**src/rtl/fbp_pkg.sv**
```systemverilog
package fbp_pkg;
    // What the pointer does on a given clock edge
    typedef enum logic [1:0] {
        STEP_RUN     = 2'd0,  // plain increment
        STEP_EOL     = 2'd1,  // end of line, natural or forced
        STEP_RESTART = 2'd2   // clear or mode change
    } step_e;
endpackage

```
**src/rtl/fbp_limits.sv**
```systemverilog
module fbp_limits #(
    parameter int LINE_BITS = 910,
    parameter int MIN_LINES = 260,
    parameter int FLEN_W    = 2,
    parameter int TRIM_W    = 4,
    parameter int BIT_W     = 10,
    parameter int LINE_W    = 9
) (
    input  logic              sync_sel,
    input  logic [LINE_W-1:0] line_q,
    input  logic [FLEN_W-1:0] field_code,
    input  logic [TRIM_W-1:0] last_code,
    output logic [LINE_W-1:0] max_line,
    output logic [BIT_W-1:0]  last_bit
);
    localparam int TRIM_MAX  = (1 << TRIM_W) - 1;
    localparam int TRIM_BASE = LINE_BITS - TRIM_MAX - 1;

    logic [TRIM_W-1:0] trim;
    logic [BIT_W-1:0]  trim_bit;

    always_comb begin
        max_line = LINE_W'(MIN_LINES - 1) + LINE_W'(field_code);
        trim     = (last_code == '0) ? TRIM_W'(TRIM_MAX) : last_code;
        trim_bit = BIT_W'(TRIM_BASE) + BIT_W'(trim);
        if (sync_sel && (line_q == max_line)) begin
            last_bit = trim_bit;
        end else begin
            last_bit = BIT_W'(LINE_BITS - 1);
        end
    end
endmodule

```
**src/rtl/fbp_jump_count.sv**
```systemverilog
module fbp_jump_count #(
    parameter int JUMP_W = 4
) (
    input  logic              clk,
    input  logic              rst_n,
    input  logic              en,
    input  logic              kill,
    input  logic              consume,
    input  logic              jump_in,
    output logic [JUMP_W-1:0] pending
);
    localparam logic [JUMP_W-1:0] CNT_MAX = '1;

    logic [JUMP_W-1:0] cnt_d, cnt_q;
    logic              prev_d, prev_q;
    logic              rise;

    always_comb begin
        rise   = en && jump_in && !prev_q;
        prev_d = jump_in;
        cnt_d  = cnt_q;
        if (kill) begin
            cnt_d = '0;
        end else if (consume) begin
            cnt_d = rise ? JUMP_W'(1) : '0;
        end else if (rise && (cnt_q != CNT_MAX)) begin
            cnt_d = cnt_q + 1'b1;
        end
    end

    always_ff @(posedge clk or negedge rst_n) begin
        if (!rst_n) begin
            cnt_q  <= '0;
            prev_q <= 1'b0;
        end else begin
            cnt_q  <= cnt_d;
            prev_q <= prev_d;
        end
    end

    assign pending = cnt_q;

    // a level held high never adds a second jump
    a_r7_level_once: assert property (@(posedge clk) disable iff (!rst_n)
        (en && !kill && !consume && jump_in && prev_q) |=> (cnt_q == $past(cnt_q)));
    // the count only rises through a sampled rising level
    a_r7_rise_only: assert property (@(posedge clk) disable iff (!rst_n)
        (!kill && !consume && !(jump_in && !prev_q)) |=> (cnt_q == $past(cnt_q)));
endmodule

```
**src/rtl/fbp_addr_gen.sv**
```systemverilog
module fbp_addr_gen #(
    parameter  int LINE_BITS = 910,
    parameter  int MIN_LINES = 260,
    parameter  int FLEN_W    = 2,
    parameter  int TRIM_W    = 4,
    parameter  int JUMP_W    = 4,
    localparam int MAX_LINES = MIN_LINES + (1 << FLEN_W) - 1,
    localparam int BIT_W     = $clog2(LINE_BITS),
    localparam int LINE_W    = $clog2(MAX_LINES)
) (
    input  logic              clk,
    input  logic              rst_n,
    input  logic              async_mode,
    input  logic              clr_n,
    input  logic              lrst_n,
    input  logic              jump,
    input  logic              hold,
    input  logic [FLEN_W-1:0] field_code,
    input  logic [TRIM_W-1:0] last_code,
    output logic [BIT_W-1:0]  bit_addr,
    output logic [LINE_W-1:0] line_addr,
    output logic              carry
);
    import fbp_pkg::*;

    localparam int SUM_W = LINE_W + 1;

    typedef struct packed {
        logic [BIT_W-1:0]  bit_a;
        logic [LINE_W-1:0] line_a;
        logic              hold_arm;
        logic              mode;
        logic              clr_prev;
        logic              carry;
    } state_t;

    state_t            st_d, st_q;
    step_e             step;
    logic [LINE_W-1:0] max_line;
    logic [BIT_W-1:0]  last_bit;
    logic [JUMP_W-1:0] pending;
    logic [SUM_W-1:0]  jump_sum;
    logic [LINE_W-1:0] adv_line;
    logic              mode_chg;
    logic              lrst_live;
    logic              at_end;

    fbp_limits #(
        .LINE_BITS (LINE_BITS),
        .MIN_LINES (MIN_LINES),
        .FLEN_W    (FLEN_W),
        .TRIM_W    (TRIM_W),
        .BIT_W     (BIT_W),
        .LINE_W    (LINE_W)
    ) u_limits (
        .sync_sel   (!st_q.mode),
        .line_q     (st_q.line_a),
        .field_code (field_code),
        .last_code  (last_code),
        .max_line   (max_line),
        .last_bit   (last_bit)
    );

    fbp_jump_count #(
        .JUMP_W (JUMP_W)
    ) u_jumps (
        .clk     (clk),
        .rst_n   (rst_n),
        .en      (st_q.mode),
        .kill    (step == STEP_RESTART),
        .consume (step == STEP_EOL),
        .jump_in (jump),
        .pending (pending)
    );

    always_comb begin
        mode_chg  = (async_mode != st_q.mode);
        lrst_live = !lrst_n && !st_q.clr_prev;
        at_end    = (st_q.bit_a == last_bit);

        if (mode_chg || !clr_n) begin
            step = STEP_RESTART;
        end else if (lrst_live || at_end) begin
            step = STEP_EOL;
        end else begin
            step = STEP_RUN;
        end

        jump_sum = SUM_W'(st_q.line_a) + SUM_W'(1) + SUM_W'(pending);
        adv_line = (jump_sum > SUM_W'(max_line)) ? '0 : jump_sum[LINE_W-1:0];

        st_d          = st_q;
        st_d.mode     = async_mode;
        st_d.clr_prev = !clr_n;

        case (step)
            STEP_RESTART: begin
                st_d.bit_a    = '0;
                st_d.line_a   = '0;
                st_d.hold_arm = 1'b0;
            end
            STEP_EOL: begin
                st_d.bit_a    = '0;
                st_d.line_a   = st_q.hold_arm ? st_q.line_a : adv_line;
                st_d.hold_arm = hold && st_q.mode;
            end
            default: begin
                st_d.bit_a    = st_q.bit_a + 1'b1;
                st_d.hold_arm = st_q.hold_arm || (hold && st_q.mode);
            end
        endcase

        st_d.carry = st_d.mode && (st_d.bit_a == BIT_W'(LINE_BITS - 1));
    end

    always_ff @(posedge clk or negedge rst_n) begin
        if (!rst_n) begin
            st_q <= '0;
        end else begin
            st_q <= st_d;
        end
    end

    assign bit_addr  = st_q.bit_a;
    assign line_addr = st_q.line_a;
    assign carry     = st_q.carry;

    // a plain edge steps the bit address by exactly one
    a_r2_bit_step: assert property (@(posedge clk) disable iff (!rst_n)
        (step == STEP_RUN) |=> (st_q.bit_a == $past(st_q.bit_a) + 1'b1));
    // the bit address never leaves the line
    a_r2_bit_range: assert property (@(posedge clk) disable iff (!rst_n)
        st_q.bit_a < BIT_W'(LINE_BITS));
    // clear lands on line 0, bit 0
    a_r5_clear: assert property (@(posedge clk) disable iff (!rst_n)
        !clr_n |=> (st_q.bit_a == '0 && st_q.line_a == '0));
    // line reset right after a clear is ignored
    a_r6_after_clear: assert property (@(posedge clk) disable iff (!rst_n)
        (st_q.clr_prev && clr_n && !mode_chg && !at_end)
        |=> (st_q.bit_a == $past(st_q.bit_a) + 1'b1));
    // an armed hold keeps the line across the end of line
    a_r8_hold_line: assert property (@(posedge clk) disable iff (!rst_n)
        (step == STEP_EOL && st_q.hold_arm) |=> (st_q.line_a == $past(st_q.line_a)));
    // carry follows address 909 in independent mode
    a_r9_carry: assert property (@(posedge clk) disable iff (!rst_n)
        carry == (st_q.mode && st_q.bit_a == BIT_W'(LINE_BITS - 1)));
    // a mode change restarts both addresses
    a_r10_mode: assert property (@(posedge clk) disable iff (!rst_n)
        mode_chg |=> (st_q.bit_a == '0 && st_q.line_a == '0));
endmodule

```
**config.mk**
```make
export PLATFORM = sky130hd
export DESIGN_NAME = fbp_addr_gen
export DESIGN_NICKNAME = d
export VERILOG_FILES = /design/src/rtl/fbp_pkg.sv /design/src/rtl/fbp_limits.sv /design/src/rtl/fbp_jump_count.sv /design/src/rtl/fbp_addr_gen.sv
export SDC_FILE = /design/constraint.sdc
export NUM_CORES = 1
export LEC_CHECK = 0
export ABC_AREA = 0
export BUFFER_PORTS_ARGS = -buffer_cell sky130_fd_sc_hd__buf_2
export CAP_MARGIN = 10
export CORE_MARGIN = 4
export CORE_UTILIZATION = 50
export CTS_BUF_LIST = sky130_fd_sc_hd__clkbuf_4 sky130_fd_sc_hd__clkbuf_8
export CTS_CLUSTER_DIAMETER = 50
export DETAILED_ROUTE_END_ITERATION = 8
export PLACE_DENSITY_LB_ADDON = 0.12
export SLEW_MARGIN = 25
export SYNTH_ARGS = -nofsm -noshare
export SYNTH_HDL_FRONTEND = slang
export SYNTH_SLANG_ARGS = --single-unit
```
**constraint.sdc**
```tcl
create_clock -name clk -period 5.1 [get_ports clk]
set_input_delay 1.02 -clock clk [delete_from_list [all_inputs] [get_ports clk]]
set_output_delay 1.02 -clock clk [all_outputs]
set_load 0.05 [all_outputs]
```
# Yosys cells after proc, flatten, opt, wreduce, memory -nomap -nowiden
# Index checks and enable logic that the tools add are counted.
# Widths: inputs -> output; s select.
dict set report classes {
  addsub 6
  magnitude_cmp 1
  n_eq_ne 8
  muxes 13
  reduce_logical 20
}
# operator n
set ops {}
lappend ops {{$mux 10} 2}
lappend ops {{$mux 9} 2}
lappend ops {{$pmux 9 s2} 1}
lappend ops {{$mux 4} 4}
lappend ops {{$add 10x1->10 const B} 1}
lappend ops {{$add 10x4->10} 1}
lappend ops {{$add 9x1->10 const B} 1}
lappend ops {{$add 9x5->10 const A} 1}
lappend ops {{$eq 10x10->1} 1}
lappend ops {{$eq 10x10->1 const B} 1}
lappend ops {{$gt 10x9->1} 1}
lappend ops {{$add 9x2->9 const A} 1}
lappend ops {{$eq 9x9->1} 1}
lappend ops {{$logic_and 1x1->1} 7}
lappend ops {{$logic_not 1->1} 5}
lappend ops {{$add 4x1->4 const B} 1}
lappend ops {{$logic_not 4->1} 1}
lappend ops {{$ne 4x4->1 const B} 1}
lappend ops {{$logic_or 1x1->1} 3}
lappend ops {{$reduce_bool 3->1} 1}
lappend ops {{$eq 2x1->1 const B} 1}
lappend ops {{$eq 2x2->1 const B} 1}
lappend ops {{$mux 1} 2}
lappend ops {{$mux 2} 1}
lappend ops {{6 further kinds} 6}
dict set report word_totals {
  register_bits 28
  in_bits 13
  output_inout_bits 20
  wordCells 56
}

# Depth between registers and ports, before layout
# Gate-level depths: netlist of run 1.
dict set report depth {
  depth_word 13
  mapped_depth 12
  mapped_depth_nobuf 11
}

# By module
# From an unflattened synthesis of run 1, not the netlist that was laid out.
dict set report unflattened {
  hier_cells 258
  area_unflattened_um2 2441.1
}
# module instances cells_each area_each_um2 seq_area_each_um2
set modules_own_cells {}
lappend modules_own_cells {fbp_addr_gen 1 194 1888.1 575.6}
lappend modules_own_cells {fbp_jump_count 1 25 282.8 125.1}
lappend modules_own_cells {fbp_limits 1 39 270.3 0.0}

# Worst setup path before layout of run 1
# No wires, ideal clock.
dict set report synth_timing {
  path_kind {in2reg}
  from {input port last_code[0]}
  to {register st_q, in the netlist line_addr[2]}
  setup_ps 122
  arrival_time_ps 3452
  required_ps 4978
  path_slack_ps 1527
  stages 10
  path_buffers 0
  path_cell_list {nor3_1 -> nor2_1 -> ha_1 -> nand2b_1 -> a2111oi_0 -> o211a_1 -> a211oi_1 -> o41a_4 -> o21a_4 -> a32o_1}
}
dict set report synth_between {
  elab_chain_cells 11
  elab_cells_between_ends 14
  cone_classes {add/sub (1); eq/ne (4); mux (5); reduce/logical (4)}
}
# element line
set synth_lines {}
lappend synth_lines {{from (decl)} fbp_addr_gen.sv:19} ;# input logic [TRIM_W-1:0] last_code,
lappend synth_lines {{$logic_not 4->1} fbp_limits.sv:24} ;# trim = (last_code == '0) ? TRIM_W'(TRIM_MAX) : last_code;
lappend synth_lines {{$mux 4 (*)} fbp_limits.sv:24}
lappend synth_lines {{$add 9x5->10 (*)} fbp_limits.sv:25} ;# trim_bit = BIT_W'(TRIM_BASE) + BIT_W'(trim);
lappend synth_lines {{$mux 10 (*)} fbp_limits.sv:26} ;# if (sync_sel && (line_q == max_line)) begin
lappend synth_lines {{$eq 10x10->1 (*)} fbp_addr_gen.sv:79} ;# at_end = (st_q.bit_a == last_bit);
lappend synth_lines {{$logic_or 1x1->1 (*)} fbp_addr_gen.sv:83} ;# end else if (lrst_live || at_end) begin
lappend synth_lines {{$mux 1 (*)} fbp_addr_gen.sv:83}
lappend synth_lines {{$mux 2 (*)} fbp_addr_gen.sv:81} ;# if (mode_chg || !clr_n) begin
lappend synth_lines {{$eq 2x1->1 or $eq 2x2->1 (tied branches)} fbp_addr_gen.sv:96} ;# case (step)
lappend synth_lines {{$ne 2x2->1 (no line) or $reduce_bool 2->1 (tied branches)} -}
lappend synth_lines {{$reduce_and 2->1 (no line)} -}
lappend synth_lines {{to (signal assigned)} fbp_addr_gen.sv:120} ;# st_q <= st_d;
lappend synth_lines {{to (decl)} fbp_addr_gen.sv:37} ;# state_t st_d, st_q;
# Mark *: on every way between the ends. The rest lies on a longest branch, timed or not.
# A chain may end at the register's enable or synchronous reset.

# Worst setup path after layout of run 1
dict set report layout_timing {
  from {input port last_code[0]}
  to {register st_q, in the netlist line_addr[5]}
}
# The elaborated chain is that of the path after synthesis.

==> flow_summary.ini, run 1 <==
[outcome]
outcome = finished, final reports clean

[power]
p_total_w = 0.000463
p_leak_nw = 1.05
irDropWorstVdd_uv = 122
p_per_area_mw_per_mm2 = 206

[clocking]
cts_tree = yes
cts-resized-gates = 0
hold_buffers = 0
post_cts_buffers = 0
numCtsBuffers = 3
cts_root_buf = clkbuf_8
cts_max_level = 1
cts_sinks = 28
clock_path_buffers = 2
clk_latency_ns = 0.27
clk_pin_slew_ns = 0.09

[global_routing]
grt_pass1_vias = 1475
overflow = 0
antenna_found_initial = 0
grt_pass1_wl_um = 7130
grt_max_degree = 29
track_usage = 0.168

[routing]
vias = 1643
drt_iter0_markers = 81
wire_per_inst_um = 14.4
dr.pass1.iters = 4
totalWireLength_um = 4250
via_per_inst = 5.59
drc_errors = 0
postRouteAntennaNets = 0

[layout]
syn_to_final_growth_pct = 5.33
drive_above_1_share = 0.189
fin_area_mm2 = 0.00225
multi_input_area_mm2 = 0.00120
regArea_um2 = 701
nets = 271
fillers = 395
post-route-util = 0.554
n_antenna_cell = 0

[sta]
maxSlewHeadroom = 0.523
rsz0062_at_grt = no
timing.fmax_mhz = 268
drv_slew = 0
hold_viol = 0
layout_min_cycle_time_ns = 3.74
setup_viol = 0
finalClockSkew_ns = 0.00372
tightest_slew_ns = 0.706
tns_ns = 0
finalCritPeriodShare = 0.732

[critical_path]
r2r_start = line_addr[0]$_DFFE_PN0P_
critPathTopFamily = compound AO/OA/AOI/OAI gates
path_class = in2reg
crit_start = last_code[0]
arrival_ns = 3.90
start_kind = input pin
critPathSlowestCell = o41ai_2
cp.required_ns = 5.27
path_buf_inv = 1
path_cells = buf_2 -> nor3_1 -> nor2_1 -> ha_1 -> nand2b_1 -> a2111oi_0 -> o211a_1 -> a211oi_1 -> o41ai_2 -> nand3b_1 -> o32ai_1
path_max_fanout = 6
critPathMaxStageDelay_ns = 0.47
end_kind = flop

[logic_synthesis]
synthesis.area_mm2 = 0.00213
ys_seq_area_frac = 0.328
synth_top_area_frac = 0.328
async_reset_ff_frac = 1.00
syn-mean-instance-area_um2 = 9.16
synthesis.instances = 233
synth_area_leaders = dfrtp_1 (33%), buf_4 (7.0%), ha_1 (7.0%), xnor2_1 (6.2%), nor2_1 (4.6%)
synthFlopType = dfrtp_1
synth_edf_count = 0
synth_nets = 259
yosysTopAreaCell = dfrtp_1
ys_ff_latch = 28
yosys_warnings = 0
synth.distinct_cells = 50

[placed_design]
port_buffers = 32
hpwlAfterDp_um = 3300
gp_congestion = 0.824
post_dp_cell_area_mm2 = 0.00218

[job]
cap_violations = 0

[min_path]
min_path_type = reg2reg
hp-start = line_addr[0]$_DFFE_PN0P_

[floorplanning]
dieArea_mm2 = 0.00538
row_count = 23
die_x_um = 73.3
ios = 33
die_h_um = 73.3
start_util = 0.526
coreArea_mm2 = 0.00406
==> path summary, 6_finish.rpt <==
| check | endpoint | slack, ns | depth (start not counted) |
|---|---|---|---|
| worst min-delay path | line_addr[0]$_DFFE_PN0P_ | 0.56 | 1 |
| min in group asynchronous | line_addr[7]$_DFFE_PN0P_ | 0.75 | 1 |
| max in group asynchronous | line_addr[3]$_DFFE_PN0P_ | 3.96 | 1 |
| worst max register to register | line_addr[5]$_DFFE_PN0P_ | 1.74 | 11 |
| worst max-delay path | line_addr[5]$_DFFE_PN0P_ | 1.36 | 11 |
| worst min register to register | line_addr[0]$_DFFE_PN0P_ | 0.56 | 1 |
==> per-stage QoR <==
stage               cells  hold WS, ns  setup WS (ns)
floorplan             233        0.510           1.53
global placement      290        0.546           1.10
detailed placement    290        0.542           1.10
CTS                   294        0.566           1.36
global route          294        0.590           1.14
finish                294        0.557           1.36
==> registers in the layout (all words and copies together) (netlist names) <==
| signal | count |
|---|---|
| u_jumps.pending | 4 |
| st_q | 3 |
| bit_addr | 10 |
| carry | 1 |
| u_jumps.prev_q | 1 |
| line_addr | 9 |
==> cells in the mapped netlist, types with 4 or more instances <==
| library cell | number |
|---|---|
| nor4_1 | 5 |
| dfrtp_1 | 28 |
| nor3_1 | 6 |
| a31oi_1 | 6 |
| nand3_1 | 7 |
| nor2_1 | 26 |
| o2bb2ai_1 | 4 |
| buf_4 | 20 |
| xor2_1 | 9 |
| ha_1 | 12 |
| a211oi_1 | 4 |
| and3_1 | 6 |
| nand2_1 | 15 |
| inv_1 | 15 |
| xnor2_1 | 15 |
==> cell usage in the layout (no fill, tap or decap), types with 4 or more instances in the layout <==
master     instances
a211oi_1           4
a31oi_1            6
and3_1             6
buf_2             32
dfrtp_1           28
ha_1              12
inv_1             15
nand2_1           15
nand3_1            7
nor2_1            26
nor3_1             6
nor4_1             5
o2bb2ai_1          4
xnor2_1           15
xor2_1             9
==> worst reg2reg max path: stages (launching register included) <==
cell and delay (ns):
dfrtp_1 0.41, inv_1 0.06, ha_1 0.23, fa_1 0.51
inv_1 0.05, ha_1 0.30, a21o_1 0.16, a21oi_1 0.13
a31oi_1 0.09, o41ai_1 0.61, nand3b_1 0.39, o32ai_1 0.35
==> layer usage <==
layer  up-vias  track usage  part of all wire
met3         2       0.0192             0.046
met5         -            0                 0
met4         0       0.0302            0.0040
li1        840            -                 -
met1       763        0.282              0.53
met2        38        0.230              0.42
==> where the power goes <==
| group | internal [W] | total, W | switching, W | leakage, nW |
|---|---|---|---|---|
| Combinational | 0.0000229 | 0.0000599 | 0.0000370 | 0.636 |
| Clock | 0.000105 | 0.000174 | 0.0000686 | 0.0357 |
| Sequential | 0.000225 | 0.000230 | 0.00000454 | 0.383 |
| Total | 0.000353 | 0.000463 | 0.000110 | 1.05 |
==> area by class of cell <==
| cell class | instances | share of cell area |
|---|---|---|
| well taps | 50 | 0.0278 |
| inverters | 15 | 0.0250 |
| repair buffers | 32 | 0.0712 |
| flip-flops and latches | 28 | 0.312 |
| clock buffers | 3 | 0.0184 |
| clock inverters | 1 | 0.0134 |
| multi-input cells | 165 | 0.533 |
==> kinds of logic after synthesis <==
family / count (synthesis) / synth area share
buf+inv: 40 / 0.111
xor+xnor: 24 / 0.0985
flops: 28 / 0.328
simple gates: 83 / 0.191
compound gates: 42 / 0.178
fa+ha+maj: 13 / 0.0797
mux: 3 / 0.0141
Note: power is estimated with default switching activity, not from simulation.
==> run 2: changes to the inputs <==
--- a/config.mk
+++ b/config.mk
@@ -5,7 +5,7 @@
 export SDC_FILE = /design/constraint.sdc
 export NUM_CORES = 1
 export LEC_CHECK = 0
-export ABC_AREA = 0
+export ABC_AREA = 1
 export BUFFER_PORTS_ARGS = -buffer_cell sky130_fd_sc_hd__buf_2
 export CAP_MARGIN = 10
 export CORE_MARGIN = 4
==> constraint.sdc (replaced) <==
create_clock -name clk -period 3.3 [get_ports clk]
set_input_delay 0.66 -clock clk [delete_from_list [all_inputs] [get_ports clk]]
set_output_delay 0.66 -clock clk [all_outputs]
set_load 0.05 [all_outputs]
==> run 2 against run 1 <==
  * Critical path depth rose by 5
  * Via count rose by 30%
  * Flip-flop and latch count did not move
  * Critical path type is now reg2reg
  * First-iteration DRC count rose by 77%
  * Combinational power rose by 85%
  * Register-to-register slack got worse by 1.2 ns
  * Largest power group unchanged
==> flow_summary.ini, run 2 <==
[layout]
largest_reg_flops = 10
syn_to_final_growth_pct = 4.95
drive_above_1_share = 0.189
regArea_um2 = 701
fillers = 471
nets = 386
n_antenna_cell = 0
layout_common_cells = nand2_1 (82), nor2_1 (42), inv_1 (39)
multi_input_area_mm2 = 0.00136
layout_commonest_cell = nand2_1
fin_area_mm2 = 0.00255

[sta]
hold_viol = 0
drv_slew = 0
setup_viol = 0
tightest_slew_ns = 0.638
rsz0062_at_grt = no
timing.fmax_mhz = 357
finalCritPeriodShare = 0.850
tns_ns = 0
maxSlewHeadroom = 0.575
finalClockSkew_ns = 0.00692
layout_min_cycle_time_ns = 2.80

[logic_synthesis]
yosys_warnings = 0
synth_nets = 372
synthFlopType = dfrtp_1
synthesis.instances = 346
async_reset_ff_frac = 1.00
synth.distinct_cells = 32
synth_edf_count = 0
syn-mean-instance-area_um2 = 7.01
synthesis.area_mm2 = 0.00243
synth_area_leaders = dfrtp_1 (29%), nand2_1 (13%), nand3_1 (7.2%), nor2_1 (6.5%), ha_1 (6.2%)
ys_seq_area_frac = 0.289
synthTopCellsByCount = nand2_1 (82), nor2_1 (42), inv_1 (39)
synth_top_area_frac = 0.289
ys_ff_latch = 28
yosysMostFrequentCell = nand2_1
yosysTopAreaCell = dfrtp_1

[power]
irDropWorstVdd_uv = 214
p_per_area_mw_per_mm2 = 266
p_total_w = 0.000678
p_leak_nw = 1.38

[floorplanning]
die_x_um = 77.7
coreArea_mm2 = 0.00472
die_h_um = 77.7
dieArea_mm2 = 0.00603
row_count = 25
ios = 33
start_util = 0.514

[critical_path]
cp.required_ns = 3.51
end_kind = flop
path_class = reg2reg
r2r_setup_slack_ns = 0.50
start_kind = flop
path_max_fanout = 7
arrival_ns = 3.02

[outcome]
outcome = finished, final reports clean

[placed_design]
hpwlAfterDp_um = 4240
gp_congestion = 0.850
port_buffers = 32
post_dp_cell_area_mm2 = 0.00249

[global_routing]
grt_pass1_vias = 1925
overflow = 0
antenna_found_initial = 0
grt_max_degree = 29
track_usage = 0.185
grt_pass1_wl_um = 9220

[routing]
via_per_inst = 5.02
wire_per_inst_um = 12.5
totalWireLength_um = 5310
vias = 2137
drt_iter0_markers = 143
met2_length_um = 2280
highest_layer = met4
dr.pass1.iters = 4
route.met3.wl_um = 191
drt-met1-wl_um = 2820
postRouteAntennaNets = 0
drc_errors = 0

[clocking]
cts_root_buf = clkbuf_8
clock_path_buffers = 2
cts_sinks = 28
hold_buffers = 0
cts_tree = yes
cts-resized-gates = 0
numCtsBuffers = 3
clk_latency_ns = 0.27
clk_pin_slew_ns = 0.10
post_cts_buffers = 0
cts_max_level = 1

[min_path]
min_path_type = in2async

[job]
cap_violations = 0
-- run 2: worst paths after layout --
path | startpoint | endpoint | cells after the start
setup / recovery | line_addr[0]$_DFFE_PN0P_ | line_addr[2]$_DFFE_PN0P_ | 16
hold / removal | rst_n | bit_addr[5]$_DFF_PN0_ | 1
max in group asynchronous | rst_n | u_jumps.pending[0]$_DFFE_PN0P_ | 1
min in group clk | jump | u_jumps.prev_q$_DFF_PN0_ | 1
hold reg to reg | st_q[3]$_DFF_PN0_ | st_q[3]$_DFF_PN0_ | 2
setup reg to reg | line_addr[0]$_DFFE_PN0P_ | line_addr[2]$_DFFE_PN0P_ | 16
-- run 2: layout make-up --
class,count,share of cell area
flip-flops and latches,28,0.275
repair buffers,33,0.0658
inverters,47,0.0693
clock buffers,4,0.0216
well taps,67,0.0329
multi-input cells,247,0.535
-- run 2: critical path, cell delays in order, from the launching register on --
cell     delay [ns]
dfrtp_1        0.44
inv_2          0.07
ha_1           0.23
fa_1           0.41
xnor2_1        0.23
ha_1           0.30
a21oi_1        0.12
o21ai_0        0.09
nand2_1        0.08
nand3_1        0.08
nor2_1         0.11
nand3_1        0.09
nand2_1        0.07
nand2_1        0.14
nor2_1         0.15
nand4_1        0.09
nand2_1        0.07
-- run 2: power breakdown --
| part | switching [W] | total, W | internal [W] |
|---|---|---|---|
| Combinational | 0.0000758 | 0.000111 | 0.0000349 |
| Sequential | 0.00000717 | 0.000356 | 0.000348 |
| Clock | 0.000105 | 0.000212 | 0.000107 |
-- run 2: metal layers --
layer,vias up,global-route usage
met5,-,0
met4,0,0.0320
met3,2,0.0162
met2,41,0.271
met1,974,0.295
li1,1120,-
-- run 2: logic make-up (layout without fill, tap and decap cells) --
group / Yosys count / after routing / share of synthesized area
AO/OA/AOI/OAI: 10 / 10 / 0.0222
XOR/XNOR: 12 / 12 / 0.0433
adder cells (fa/ha/maj): 13 / 13 / 0.0701
AND/OR/NAND/NOR: 212 / 212 / 0.424
buffers and inverters: 71 / 84 / 0.152
flip-flops: 28 / 28 / 0.289
-- run 2: stage by stage --
stage	utilization	setup WS, ns	hold WS, ns	cells
2_1_floorplan	-	0.860	0.364	346
3_3_place_gp	0.527	0.540	0.526	422
3_5_place_dp	0.527	0.513	0.524	422
4_1_cts	0.539	0.507	0.415	426
5_1_grt	0.539	0.201	0.433	426
6_report	0.539	0.495	0.394	426
